--- src/rtl/synth_i2c_ctl.sv ---
module synth_i2c_ctl #(
  parameter int          SYNC_STAGES = 2,
  parameter logic [4:0]  DEV_ID      = 5'b11000
) (
  input  logic        clk,
  input  logic        rst_n,
  input  logic        scl_i,
  input  logic        sda_i,
  output logic        sda_pull_o,
  input  logic [1:0]  hw_addr_i,
  input  logic        lock_i,
  input  logic [2:0]  cmp_i,
  input  logic [2:0]  adc_lvl_i,
  output logic [15:0] divider_o,
  output logic [1:0]  pump_cur_o,
  output logic        step_coarse_o,
  output logic        tune_off_o,
  output logic [2:0]  test_o,
  output logic        band1_o,
  output logic        band2_o
);

  localparam int LAST = SYNC_STAGES - 1;

  typedef enum logic [1:0] {PH_IDLE, PH_ADDR, PH_WR, PH_RD} phase_t;
  typedef enum logic [1:0] {K_ANY, K_LOW, K_BAND} kind_t;

  logic [LAST:0] scl_pipe, sda_pipe;
  logic          scl_q, sda_q;
  wire           scl_s = scl_pipe[LAST];
  wire           sda_s = sda_pipe[LAST];

  always_ff @(posedge clk or negedge rst_n)
    if (!rst_n) begin
      scl_pipe <= '1;
      sda_pipe <= '1;
      scl_q    <= 1'b1;
      sda_q    <= 1'b1;
    end else begin
      scl_pipe <= {scl_pipe[LAST-1:0], scl_i};
      sda_pipe <= {sda_pipe[LAST-1:0], sda_i};
      scl_q    <= scl_s;
      sda_q    <= sda_s;
    end

  wire scl_rise = scl_s & ~scl_q;
  wire scl_fall = ~scl_s & scl_q;
  wire start_c  = scl_s & scl_q & sda_q & ~sda_s;
  wire stop_c   = scl_s & scl_q & ~sda_q & sda_s;

  phase_t     phase;
  kind_t      kind;
  logic [3:0] bit_cnt;
  logic [7:0] shreg, tx;
  logic [6:0] hi_hold;
  logic       ack_go, rd_sel, por_q;

  wire [7:0] byte_in  = {shreg[6:0], sda_s};
  wire       addr_hit = (byte_in[7:3] == DEV_ID) && (byte_in[2:1] == hw_addr_i);
  wire [7:0] status   = {por_q, lock_i, cmp_i, adc_lvl_i};
  wire [2:0] tx_idx   = 3'(4'd7 - bit_cnt);

  always_ff @(posedge clk or negedge rst_n)
    if (!rst_n) begin
      phase         <= PH_IDLE;
      kind          <= K_ANY;
      bit_cnt       <= '0;
      shreg         <= '0;
      tx            <= '0;
      hi_hold       <= '0;
      ack_go        <= 1'b0;
      rd_sel        <= 1'b0;
      por_q         <= 1'b1;
      sda_pull_o    <= 1'b0;
      divider_o     <= '0;
      pump_cur_o    <= 2'b00;
      step_coarse_o <= 1'b1;
      tune_off_o    <= 1'b1;
      test_o        <= 3'b000;
      band1_o       <= 1'b0;
      band2_o       <= 1'b0;
    end else if (start_c || stop_c) begin
      phase      <= start_c ? PH_ADDR : PH_IDLE;
      kind       <= K_ANY;
      bit_cnt    <= '0;
      ack_go     <= 1'b0;
      sda_pull_o <= 1'b0;
    end else if (scl_rise && phase != PH_IDLE) begin
      if (bit_cnt != 4'd8) begin
        shreg   <= byte_in;
        bit_cnt <= bit_cnt + 4'd1;
        if (bit_cnt == 4'd7) begin
          unique case (phase)
            PH_ADDR:
              if (addr_hit) begin
                ack_go <= 1'b1;
                rd_sel <= byte_in[0];
              end else
                phase <= PH_IDLE;
            PH_WR: begin
              ack_go <= 1'b1;
              unique case (kind)
                K_LOW: begin
                  divider_o[14:0] <= {hi_hold, byte_in};
                  kind            <= K_ANY;
                end
                K_BAND: begin
                  test_o  <= byte_in[7:5];
                  band2_o <= byte_in[3];
                  band1_o <= byte_in[0];
                  kind    <= K_ANY;
                end
                default:
                  if (!byte_in[7]) begin
                    hi_hold <= byte_in[6:0];
                    kind    <= K_LOW;
                  end else begin
                    divider_o[15] <= byte_in[5];
                    pump_cur_o    <= byte_in[4:3];
                    step_coarse_o <= byte_in[1];
                    tune_off_o    <= byte_in[0];
                    kind          <= K_BAND;
                  end
              endcase
            end
            PH_RD: por_q <= 1'b0;
            default: ;
          endcase
        end
      end else begin
        bit_cnt <= '0;
        ack_go  <= 1'b0;
        if (phase == PH_ADDR)
          phase <= rd_sel ? PH_RD : PH_WR;
        else if (phase == PH_RD && sda_s)
          phase <= PH_IDLE;
      end
    end else if (scl_fall) begin
      if (phase == PH_IDLE)
        sda_pull_o <= 1'b0;
      else if (bit_cnt == 4'd8)
        sda_pull_o <= ack_go;
      else if (phase == PH_RD) begin
        if (bit_cnt == 4'd0) begin
          tx         <= status;
          sda_pull_o <= ~status[7];
        end else
          sda_pull_o <= ~tx[tx_idx];
      end else
        sda_pull_o <= 1'b0;
    end


  pull_on_low_chk: assert property (@(posedge clk) disable iff (!rst_n)
    !$stable(sda_pull_o) |-> !scl_s);


  idle_release_chk: assert property (@(posedge clk) disable iff (!rst_n)
    (phase == PH_IDLE) |-> !sda_pull_o);


  por_clear_chk: assert property (@(posedge clk) disable iff (!rst_n)
    $fell(por_q) |-> $past(phase) == PH_RD);


  div_pair_chk: assert property (@(posedge clk) disable iff (!rst_n)
    !$stable(divider_o[14:0]) |-> ($past(phase) == PH_WR && $past(kind) == K_LOW));


  ctrl_upd_chk: assert property (@(posedge clk) disable iff (!rst_n)
    !$stable({divider_o[15], pump_cur_o, step_coarse_o, tune_off_o})
      |-> ($past(phase) == PH_WR && $past(kind) == K_ANY));


  band_upd_chk: assert property (@(posedge clk) disable iff (!rst_n)
    !$stable({test_o, band1_o, band2_o}) |-> ($past(phase) == PH_WR && $past(kind) == K_BAND));

endmodule

--- config.mk ---
export PLATFORM = sky130hd
export DESIGN_NAME = synth_i2c_ctl
export DESIGN_NICKNAME = d
export VERILOG_FILES = /design/src/rtl/synth_i2c_ctl.sv
export SDC_FILE = /design/constraint.sdc
export NUM_CORES = 1
export LEC_CHECK = 0
export CAP_MARGIN = 10
export CORE_ASPECT_RATIO = 1.2
export CORE_UTILIZATION = 56
export CTS_CLUSTER_DIAMETER = 100
export DETAILED_ROUTE_END_ITERATION = 6
export PLACE_DENSITY = 0.81
export SLEW_MARGIN = 20
export SYNTH_ARGS = -nofsm -noshare
export SYNTH_HDL_FRONTEND = slang
export SYNTH_SLANG_ARGS = --single-unit
--- constraint.sdc ---
create_clock -name clk -period 5.7 [get_ports clk]
set_clock_uncertainty 0.05 [all_clocks]
set_input_delay 1.425 -clock clk [delete_from_list [all_inputs] [get_ports clk]]
set_output_delay 1.425 -clock clk [all_outputs]
set_load 0.02 [all_outputs]
==> results summary, run 1 <==
The count of input and output buffers came out at 38. Power comes to 1.10 mW. Clock-pin slew was measured on the worst setup and hold paths at 0.07 ns. The final cell area excluding filler cells is 0.00348 sq mm. The number of global-route vias before repair is 1780. The net count of the mapped netlist came out at 231. Summing over every cut layer, the via total after detailed routing is 1795. The maximum clock frequency is 340 MHz. Setup violations remaining at the end of the flow were counted as 0.

The number of flops mapped to enable cells by yosys came out at 0. The count of different cell masters after synthesis is 41. The final critical path takes up 51.6% of the cycle. The global-route wire length before repair is 8420 microns.

The flow ran to the end, and the final reports show no timing, DRC or antenna violations. The static leakage is 1.59 nW. The number of remaining DRC errors came out at 0. The worst setup timing slack at the placement stage is 2.72 ns.

The remaining global-route overflow is 0. The fraction of synthesis flops using an asynchronous set or reset pin came out at 100%. The x dimension of the die came out at 67.4 microns. The internal power component is 807 uW. The placed instances occupy a cell area of 0.00328 sq mm. After detailed routing, no signal wire sits above met4.

The number of diodes is 0. The number of vias per cell is 5.64. The critical path's largest stage delay came out at 0.60 ns. The worst setup path is captured at an output pin. The die extent in y is 80.4 microns.

The die covers 0.00542 sq mm. The worst slew margin relative to its limit came out at 46.6%. Post-CTS timing repair inserted 0 buffers for setup. Sorting the synthesized cells by area gives the leading types as sky130_fd_sc_hd__dfrtp_1 49%, sky130_fd_sc_hd__mux2_2 19%, sky130_fd_sc_hd__dfstp_2 8.2%.

The buffer cell driving the clock tree root is sky130_fd_sc_hd__clkbuf_8. The total core area came out at 0.00494 sq mm. The average detailed-routed wire length per instance is 16.2 microns. The share of total power dissipated in sequential elements is 52.5%. The number of detailed-routing iterations run before antenna repair came out at 4.

The row count is 28. The required arrival time at the worst endpoint is 4.22 ns. The number of buffers created by CTS came out at 9.

The clock latency on the worst-skew pair came out at 0.35 ns. Synthesis inferred 65 register bits. TritonCTS built the clock tree. Walking the worst path, the cells encountered are clkdlybuf4s50_1. The slowest stage of the critical path belongs to the cell sky130_fd_sc_hd__clkdlybuf4s50_1. The final hold violation count was 0. The routability-driven placement congestion ratio came out at 0.824. The mean cell area of the mapped netlist came out at 13.7 sq um. The routed length on met2 is 2550 microns. The max-slew violation count is 0. The hold-fix buffer count after cts came out at 0. Summing the sequential cell areas from Yosys gives 57.1% of the chip area. Of the cells placed in the final design, the portion with a size suffix greater than 1 is 33.3%. The detailed router finished its first iteration with 96 violations.

The maximum number of pins on one net before global-route repair is 66. Setup total negative slack on the finished layout was measured at 0 ns. The maximum vdd drop is 0.207 mV. The area of the mapped netlist is 0.00287 sq mm. Fill cells in the final layout number 336. Setup repair after global routing left no endpoint under its margin. The initial antenna violation count came out at 0. The proportion of total power due to net switching is 26.3%.

The maximum fanout along the worst path is 2. The number of I/O pins is 39. The number of warning messages in the yosys log came out at 0. The reported net switching power came out at 288 uW. Of all cell types, the one taking the most synthesized area is sky130_fd_sc_hd__dfrtp_1.

The detailed router put a total of 2310 microns of wire on met1. The longest clock path from root to sink contains 2 buffers. The total number of clock tree sinks is 65.

The count of nets left with antenna violations once routing finished came out at 0. The setup path with the least slack is of type flip-flop to output pin. The worst setup path is launched from a flip-flop. The final routed wirelength across all metal layers came out at 5140 microns. The initial cell density of the core came out at 58.1%. The least setup slack across all paths after layout is 2.76 ns.

Subtracting the final worst setup slack from the clock period gives 2.94 ns. The critical path arrival is 1.47 ns. In this run, the combinational gates consume 10.7% of the power. The max capacitance violation total came out at 0. The worst min-delay path class is flip-flop to flip-flop. The total buffers and inverters traversed by the critical path came out at 1.

The detailed placer's ending HPWL is 3440 microns. Compared with the post-synthesis result, the final layout area differs by 21.4%. In the synthesized netlist, the number of instances is 210. The clock group share of total power came out at 36.8%. The dominant delay contributor by cell family on the critical path is buffers and inverters. The number of gates given a new drive strength after cts is 0. The total number of nets in the final design came out at 274. The H-tree was split into 3 levels.

Detailed routing placed a total of 145 microns of wire on met3. Power spread over the standard cell area amounts to 314 mW/mm^2. The most used flip-flop cell after synthesis is sky130_fd_sc_hd__dfrtp_1. The overall fraction of global-route tracks in use is 21.8%. At the pin with the least slew margin, the transition time is 0.800 ns. After synthesis, the largest area contributor takes up 48.8% of total cell area.
[through the flow]
| stage | utilization, % | std cells | hold slack (ns) |
|---|---|---|---|
| 3_3_place_gp | 66.3 | 302 | 0.296 |
| 4_1_cts | 70.5 | 318 | 0.313 |
| 5_1_grt | 70.5 | 318 | 0.317 |
| 6_report | 70.5 | 318 | 0.312 |
| 2_1_floorplan | - | 210 | 0.295 |
| 3_5_place_dp | 66.3 | 302 | 0.299 |
[path summary, 6_finish.rpt]
kind / cells after the start / endpoint / slack [ns] / start
setup / recovery: 1 / step_coarse_o / 2.76 / step_coarse_o
max in group asynchronous: 2 / divider_o[9] / 3.88 / rst_n
setup reg to reg: 7 / hi_hold[1] / 3.08 / phase[0]
hold reg to reg: 0 / sda_pipe[1] / 0.31 / sda_pipe[0]
min in group asynchronous: 2 / shreg[6] / 1.19 / rst_n
hold / removal: 0 / sda_pipe[1] / 0.31 / sda_pipe[0]
[layout make-up]
class	count	area, sq um	area share (%)
Clock buffer	12	155	4.45
Clock inverter	4	51.3	1.47
Inverter	9	33.8	0.970
Multi-Input combinational cell	129	1150	32.9
Sequential cell	65	1640	47.0
Tap cell	60	75.1	2.16
Timing Repair Buffer	39	383	11.0
[synth_stat cells (3+ instances only)]
library cell,number
sky130_fd_sc_hd__a21oi_1,3
sky130_fd_sc_hd__xnor2_1,3
sky130_fd_sc_hd__nand2_1,15
sky130_fd_sc_hd__dfrtp_1,56
sky130_fd_sc_hd__o21ai_0,10
sky130_fd_sc_hd__mux2_2,48
sky130_fd_sc_hd__nand4_1,3
sky130_fd_sc_hd__nand3_1,4
sky130_fd_sc_hd__inv_1,9
sky130_fd_sc_hd__ha_1,8
sky130_fd_sc_hd__clkbuf_1,4
sky130_fd_sc_hd__dfstp_2,9
sky130_fd_sc_hd__nor2_1,5
[flip-flops by register name (all words and copies together), names as in the netlist, 2 cells and up]
register / count
hi_hold: 7
pump_cur_o: 2
tx: 8
test_o: 3
divider_o: 16
phase: 2
bit_cnt: 4
sda_pipe: 2
scl_pipe: 2
shreg: 7
kind: 2
[power groups by stage]
stage                     combinational (mW)  clock [mW]  sequential (mW)
after floorplan                       0.0932           0            0.557
after global placement                 0.113           0            0.582
after detailed placement               0.118           0            0.585
after CTS                              0.119       0.409            0.576
after global routing                   0.130       0.431            0.584
final                                  0.117       0.403            0.575
[layer usage]
layer,track usage (%),up-vias
met5,0,-
met4,13.8,0
met3,4.69,12
met2,32.5,43
met1,28.6,904
li1,-,836
[cell usage in the layout (no fill, tap or decap), drive strengths merged, types with 3 or more instances in the layout]
| cell | count |
|---|---|
| clkbuf | 12 |
| nand4 | 3 |
| dfstp | 9 |
| o21ai | 10 |
| nand3 | 4 |
| ha | 8 |
| nor2 | 5 |
| inv | 9 |
| dfrtp | 56 |
| nand2 | 16 |
| xnor2 | 3 |
| mux2 | 48 |
| clkdlybuf4s50 | 37 |
| a21oi | 3 |
[logic make-up (layout without fill, tap and decap cells)]
family / after synthesis / count (layout) / synth area share, %
compound gates: 26 / 26 / 5.80
mux: 50 / 50 / 20.4
xor+xnor: 3 / 3 / 0.916
fa+ha+maj: 8 / 8 / 3.49
buf+inv: 16 / 64 / 2.96
flops: 65 / 65 / 57.1
simple gates: 42 / 42 / 9.37
[worst reg2reg max path, cell delays in order (launching register included)]
cell	delay [ns]
sky130_fd_sc_hd__dfrtp_1	0.41
sky130_fd_sc_hd__inv_1	0.13
sky130_fd_sc_hd__ha_1	0.28
sky130_fd_sc_hd__or2_4	0.30
sky130_fd_sc_hd__nor4_4	0.27
sky130_fd_sc_hd__nand2_1	0.18
sky130_fd_sc_hd__nor3b_4	0.48
sky130_fd_sc_hd__mux2_2	0.40
Power figures use the tool's default switching activity.
==> run 2: changes to the inputs <==
--- a/config.mk
+++ b/config.mk
@@ -7,10 +7,10 @@
 export LEC_CHECK = 0
 export CAP_MARGIN = 10
 export CORE_ASPECT_RATIO = 1.2
-export CORE_UTILIZATION = 56
+export CORE_UTILIZATION = 54
 export CTS_CLUSTER_DIAMETER = 100
 export DETAILED_ROUTE_END_ITERATION = 6
-export PLACE_DENSITY = 0.81
+export PLACE_DENSITY = 0.79
 export SLEW_MARGIN = 20
 export SYNTH_ARGS = -nofsm -noshare
 export SYNTH_HDL_FRONTEND = slang
==> constraint.sdc (replaced) <==
create_clock -name clk -period 2.9 [get_ports clk]
set_clock_uncertainty 0.05 [all_clocks]
set_input_delay 0.725 -clock clk [delete_from_list [all_inputs] [get_ports clk]]
set_output_delay 0.725 -clock clk [all_outputs]
set_load 0.02 [all_outputs]
==> results summary, run 2 (same netlist as run 1, synthesis figures left out) <==
The run finished with clean final reports. The number of DRC markers after the initial detailed-route iteration came out at 106. The detailed placer's ending HPWL is 3510 microns. The cell depth of the worst min-delay path came out at 0. Counting tap cells, the placed design contains a total of 304 instances. The number of gates given a new drive strength after cts is 0. STA classifies the critical path endpoint as a flip-flop. The clock tree from TritonCTS is built. The number of buffers between clock root and the deepest sink came out at 2. The total number of cells along the worst setup path came out at 7. The number of nets with antenna violations after detailed routing is 0.

The initial antenna violation count came out at 0. Setup violations remaining at the end of the flow were counted as 0. During I/O placement, the number of pins put on the boundary was 39. Routability-driven placement finished with a final weighted congestion of 0.838. The global-route wire length before repair came out at 8600 microns. Max-cap violations in this run came to 0. STA classifies the critical path startpoint as a flip-flop. The static leakage is 1.59 nW.

The maximum fanout along the worst path is 8. The maximum clock frequency is 406 MHz. The number of detailed-routing iterations run before antenna repair is 4. The least setup slack across all paths after layout is 0.440 ns.

The area added between synthesis and finish is 21.1%. The maximum number of pins on one net before global-route repair is 66. The final routed wirelength across all metal layers is 5100 microns. The critical path's largest stage delay is 0.42 ns. The total buffers and inverters traversed by the critical path is 1. The max-slew violation count came out at 0.

The critical path in this run is classified as flip-flop to flip-flop. The cell type of the slowest stage on the worst timing path is sky130_fd_sc_hd__nor3b_4. The flip-flop count of the largest register after layout came out at 16.

Among cell families on the critical path, the largest total delay comes from simple AND/OR/NAND/NOR gates. After layout, the minimum clock period comes to 2.46 ns. After detailed routing, the average wire length per cell comes to 15.9 microns. The worst slew margin relative to its limit is 62.8%.

In this run the clock root is driven by a sky130_fd_sc_hd__clkbuf_8. In the layout the commonest cells are 56 x sky130_fd_sc_hd__dfrtp_1, 48 x sky130_fd_sc_hd__mux2_2, 37 x sky130_fd_sc_hd__clkdlybuf4s50_1. The actual transition at the worst max-transition pin is 0.556 ns. The row count came out at 28. The worst hold slack is 0.306 ns. The fill cell instance count of the final layout came out at 362.

The CTS H-tree depth came out at 3. The number of buffers created by CTS came out at 9. The count of input and output buffers came out at 38.

Summed over all failing endpoints, the final setup total negative slack is 0 ns. After detailed routing, the number of remaining DRC violations is 0. After the flow finishes, the layout carries non-filler instances totaling 320. The final hold violation count came out at 0.

The core region is 0.00501 sq mm. The maximum vdd drop is 0.333 mV. The required arrival time at the worst endpoint came out at 3.08 ns.

In the final layout, the share of cells above drive strength 1 is 33.8%. The critical path goes through inv_1 -> ha_1 -> or2_4 -> nor4_4 -> nand2_1 -> nor3b_4 -> mux2_2. The die extent in y came out at 81.9 microns. The initial cell density of the core is 57.3%.

Counting every sink on the clock net gives 65. Global routing used 21.6% of the available tracks across all layers. Leaving out fill and tap cells, the most frequent cell in the layout is sky130_fd_sc_hd__dfrtp_1. The area of the die came out at 0.00561 sq mm. The hold-fix buffer count after cts is 0. The remaining global-route overflow is 0. In the final layout, the registers with the most flip-flops are divider_o: 16 flops, tx: 8 flops. The total number of nets in the final design is 276. The x dimension of the die came out at 68.6 microns. Dividing total power by cell area gives a power density of 584 mW/mm^2.

The clock latency on the worst-skew pair came out at 0.34 ns. The worst setup timing slack at the placement stage is 0.440 ns. The clock transition time at the flip-flop clock pins of the worst setup and hold paths is 0.07 ns.

The critical path arrival came out at 2.64 ns. Post-CTS timing repair inserted 0 buffers for setup. The number of vias per cell is 5.57. The number of vias in the routed layout came out at 1783. The worst min-delay path class is flip-flop to flip-flop. The largest register by flop count is divider_o.

The share of the cycle needed by the critical path after routing is 84.8%. Setup repair after global routing left no endpoint under its margin. The number of diodes came out at 0. The number of global-route vias before repair is 1751. The number of cells on the worst reg-to-reg path is 7.
[run 2: cell types whose count changed in the layout (fill, tap and decap cells not counted), sizes merged]
cell    change
clkbuf      -1
buf         +2
clkinv      +2
bufinv      -1
[run 2: per-layer routing]
layer	wire, microns	up-vias	track usage, %	share of wire, %
met5	0	-	0	0
met4	155	0	13.8	3.0
met3	149	13	4.31	2.9
met2	2410	38	30.7	47
met1	2380	884	29.9	47
li1	-	848	-	-
[run 2: final timing paths]
check                                 start     endpoint  slack, ns
worst max register to register     phase[0]   hi_hold[5]       0.44
min in group asynchronous             rst_n      band2_o       0.33
worst max-delay path               phase[0]   hi_hold[5]       0.44
worst min-delay path            scl_pipe[0]  scl_pipe[1]       0.31
worst min register to register  scl_pipe[0]  scl_pipe[1]       0.31
max in group asynchronous             rst_n        por_q       2.14
[run 2: through the flow]
step	power [mW]	util, %	cell area (sq um)
2_1_floorplan	1.28	-	2870
3_3_place_gp	1.37	66.0	3300
3_5_place_dp	1.38	66.0	3300
4_1_cts	2.06	69.4	3480
5_1_grt	2.13	69.4	3480
6_report	2.03	69.4	3480
[run 2: final cells by class]
type / count / area [sq um] / share of cell area [%]
Tap cell: 60 / 75.1 / 2.16
Inverter: 9 / 33.8 / 0.972
Timing Repair Buffer: 41 / 410 / 11.8
Clock inverter: 5 / 31.3 / 0.900
Multi-Input combinational cell: 129 / 1150 / 33.0
Clock buffer: 11 / 141 / 4.07
Sequential cell: 65 / 1640 / 47.1
[run 2: power breakdown]
group / switching, mW / internal, mW
Clock: 0.337 / 0.330
Sequential: 0.125 / 1.01
Combinational: 0.0942 / 0.140
==> run 3: changes to the inputs <==
--- a/config.mk
+++ b/config.mk
@@ -7,10 +7,10 @@
 export LEC_CHECK = 0
 export CAP_MARGIN = 10
 export CORE_ASPECT_RATIO = 1.2
-export CORE_UTILIZATION = 54
+export CORE_UTILIZATION = 49
 export CTS_CLUSTER_DIAMETER = 100
 export DETAILED_ROUTE_END_ITERATION = 6
-export PLACE_DENSITY = 0.79
+export PLACE_DENSITY = 0.75
 export SLEW_MARGIN = 20
 export SYNTH_ARGS = -nofsm -noshare
 export SYNTH_HDL_FRONTEND = slang
==> constraint.sdc (replaced) <==
create_clock -name clk -period 2.2 [get_ports clk]
set_clock_uncertainty 0.05 [all_clocks]
set_input_delay 0.55 -clock clk [delete_from_list [all_inputs] [get_ports clk]]
set_output_delay 0.55 -clock clk [all_outputs]
set_load 0.02 [all_outputs]
==> results summary, run 3 (same netlist as run 1, synthesis figures left out) <==
The row count came out at 30. The final standard cell count with taps included and fillers excluded came out at 354. The number of global-route vias before repair is 1863. The static leakage is 1.67 nW. The area added between synthesis and finish is 26.9%.

The post-route setup TNS is 0 ns. Before antenna repair, the detailed router went through 4 iterations. The worst min-delay path class is input pin to asynchronous set/reset pin. In this run the deepest clock path goes through 2 buffers. The count of input and output buffers is 38. The tree is rooted in a sky130_fd_sc_hd__clkbuf_8. The hold-fix buffer count after cts is 0. The max-slew violation count is 0. The overall fraction of global-route tracks in use is 19.4%. The clock transition time at the flip-flop clock pins of the worst setup and hold paths came out at 0.06 ns.

Headroom to the max-slew limit came out at 75.3%. The combinational group share of total power came out at 13.2%. The worst setup path is of the flip-flop to flip-flop kind. The maximum clock frequency came out at 480 MHz. The reported net switching power came out at 717 uW. The number of buffers created by CTS is 9. Detailed routing inserted a total of 1826 vias. The worst setup path is launched from a flip-flop. The worst setup path is captured at a flip-flop. The initial antenna violation count came out at 0. The cell area power density came out at 754 mW/mm^2. The run finished with clean final reports.

In the routed layout, each cell is associated on average with a via count of 5.16. The share of the cycle needed by the critical path after routing came out at 94.6%. Wires add up to 5200 microns.

The remaining global-route overflow came out at 0. The final critical path time including I/O delays and setup came out at 2.08 ns. The total core area came out at 0.00567 sq mm. The largest registers in the layout are divider_o: 16 flops, tx: 8 flops. The internal power of the cells totals 2.03 mW.

In the layout the commonest cells are 56 x sky130_fd_sc_hd__dfrtp_1, 48 x sky130_fd_sc_hd__mux2_2, 37 x sky130_fd_sc_hd__clkdlybuf4s50_1. The flip-flop count of the largest register after layout is 16. Once the floorplan was initialized, standard cells occupied 50.6% of the core. For this run, the post-layout net count is 291. The routability-driven placement congestion ratio came out at 0.839. The critical path arrival is 2.24 ns. The maximum vdd drop came out at 0.599 mV. The area of the die is 0.00617 sq mm.

For the worst-skew pair, the clock arrives at the later sink with an insertion delay of 0.33 ns. The number of remaining DRC errors is 0. For the pin with the worst max-slew slack, the measured transition is 0.369 ns. The number of I/O pins came out at 39.

The library cell used most frequently in the layout, excluding fill and tap cells, is sky130_fd_sc_hd__dfrtp_1. Buffers added to address setup during post-CTS repair amount to 0. TritonCTS built the clock tree.

The number of gates given a new drive strength after cts came out at 0. Dividing the detail-routed wire length by the instance count gives 14.7 microns. For this design, the sink count on the clock tree is 65.

Setup repair after global routing left no endpoint under its margin. The x dimension of the die came out at 71.9 microns. The number of diodes came out at 0. The fraction of final layout cells sized beyond drive strength 1 came out at 38.0%. Sequential cells burn 53.1% of the power. Counting tap cells, the placed design contains a total of 338 instances. The maximum number of pins on one net before global-route repair came out at 66.

The die extent in y came out at 85.8 microns. The detailed placer's ending HPWL came out at 3520 microns. Net switching is 26.1% of the power. Max-cap violations in this run came to 0. The global-route wire length before repair came out at 9140 microns. The final hold violation count is 0. The total of endpoints with negative setup slack in the final report came out at 0.

The largest register by flop count is divider_o. The maximum fanout along the worst path came out at 7. The clock group share of total power came out at 33.7%. The required arrival time at the worst endpoint came out at 2.36 ns. Fill cells in the final layout number 443. The CTS H-tree depth is 3.

The number of nets with antenna violations after detailed routing is 0. The detailed router finished its first iteration with 121 violations.
-- run 3: final cells by class --
type	count	area, sq um	area share [%]
clock inverters	2	12.5	0.344
multi-input cells	129	1150	31.6
repair buffers	56	536	14.7
inverters	9	33.8	0.928
clock buffers	13	169	4.64
well taps	80	100	2.75
flip-flops and latches	65	1640	45.0
-- run 3: stage by stage --
step	util [%]	setup WS [ns]	hold slack (ns)	area, sq um	power (mW)
floorplan	-	0.0314	0.204	2880	1.69
global route	64.2	0.0236	0.214	3640	2.87
detailed placement	60.9	0.0391	0.297	3450	1.85
finish	64.2	0.119	0.159	3640	2.74
CTS	64.1	0.0250	0.190	3630	2.77
global placement	60.9	0.0649	0.295	3450	1.84
-- run 3: worst max-delay path, stage by stage, from the launching register on --
cell                      delay, ns
sky130_fd_sc_hd__dfrtp_1       0.35
sky130_fd_sc_hd__inv_1         0.06
sky130_fd_sc_hd__ha_2          0.17
sky130_fd_sc_hd__or2_4         0.26
sky130_fd_sc_hd__nor4_4        0.19
sky130_fd_sc_hd__nand2_2       0.13
sky130_fd_sc_hd__nor3b_4       0.25
sky130_fd_sc_hd__buf_12        0.16
sky130_fd_sc_hd__mux2_2        0.34
-- run 3: routing by layer --
metal	wire length, microns	vias up	share of wire [%]	global-route usage (%)
li1	-	866	-	-
met1	2490	911	48	27.3
met2	2420	38	47	29.2
met3	168	11	3.2	3.29
met4	120	0	2.3	9.63
met5	0	-	0	0
-- run 3: path summary, 6_finish.rpt --
| path | startpoint | to | slack (ns) | cells after the start |
|---|---|---|---|---|
| min in group clk | sda_pipe[0] | sda_pipe[1] | 0.31 | 0 |
| max in group asynchronous | rst_n | por_q | 1.60 | 2 |
| worst max-delay path | phase[1] | hi_hold[1] | 0.12 | 8 |
| worst max register to register | phase[1] | hi_hold[1] | 0.12 | 8 |
| worst min register to register | sda_pipe[0] | sda_pipe[1] | 0.31 | 0 |
| worst min-delay path | rst_n | tx[7] | 0.16 | 2 |
-- run 3: power by group through the flow --
stage | logic (mW) | registers [mW] | clock network (mW)
6_report | 0.361 | 1.46 | 0.926
4_1_cts | 0.364 | 1.46 | 0.946
2_1_floorplan | 0.242 | 1.44 | 0
3_5_place_dp | 0.363 | 1.49 | 0
5_1_grt | 0.401 | 1.49 | 0.981
3_3_place_gp | 0.353 | 1.49 | 0
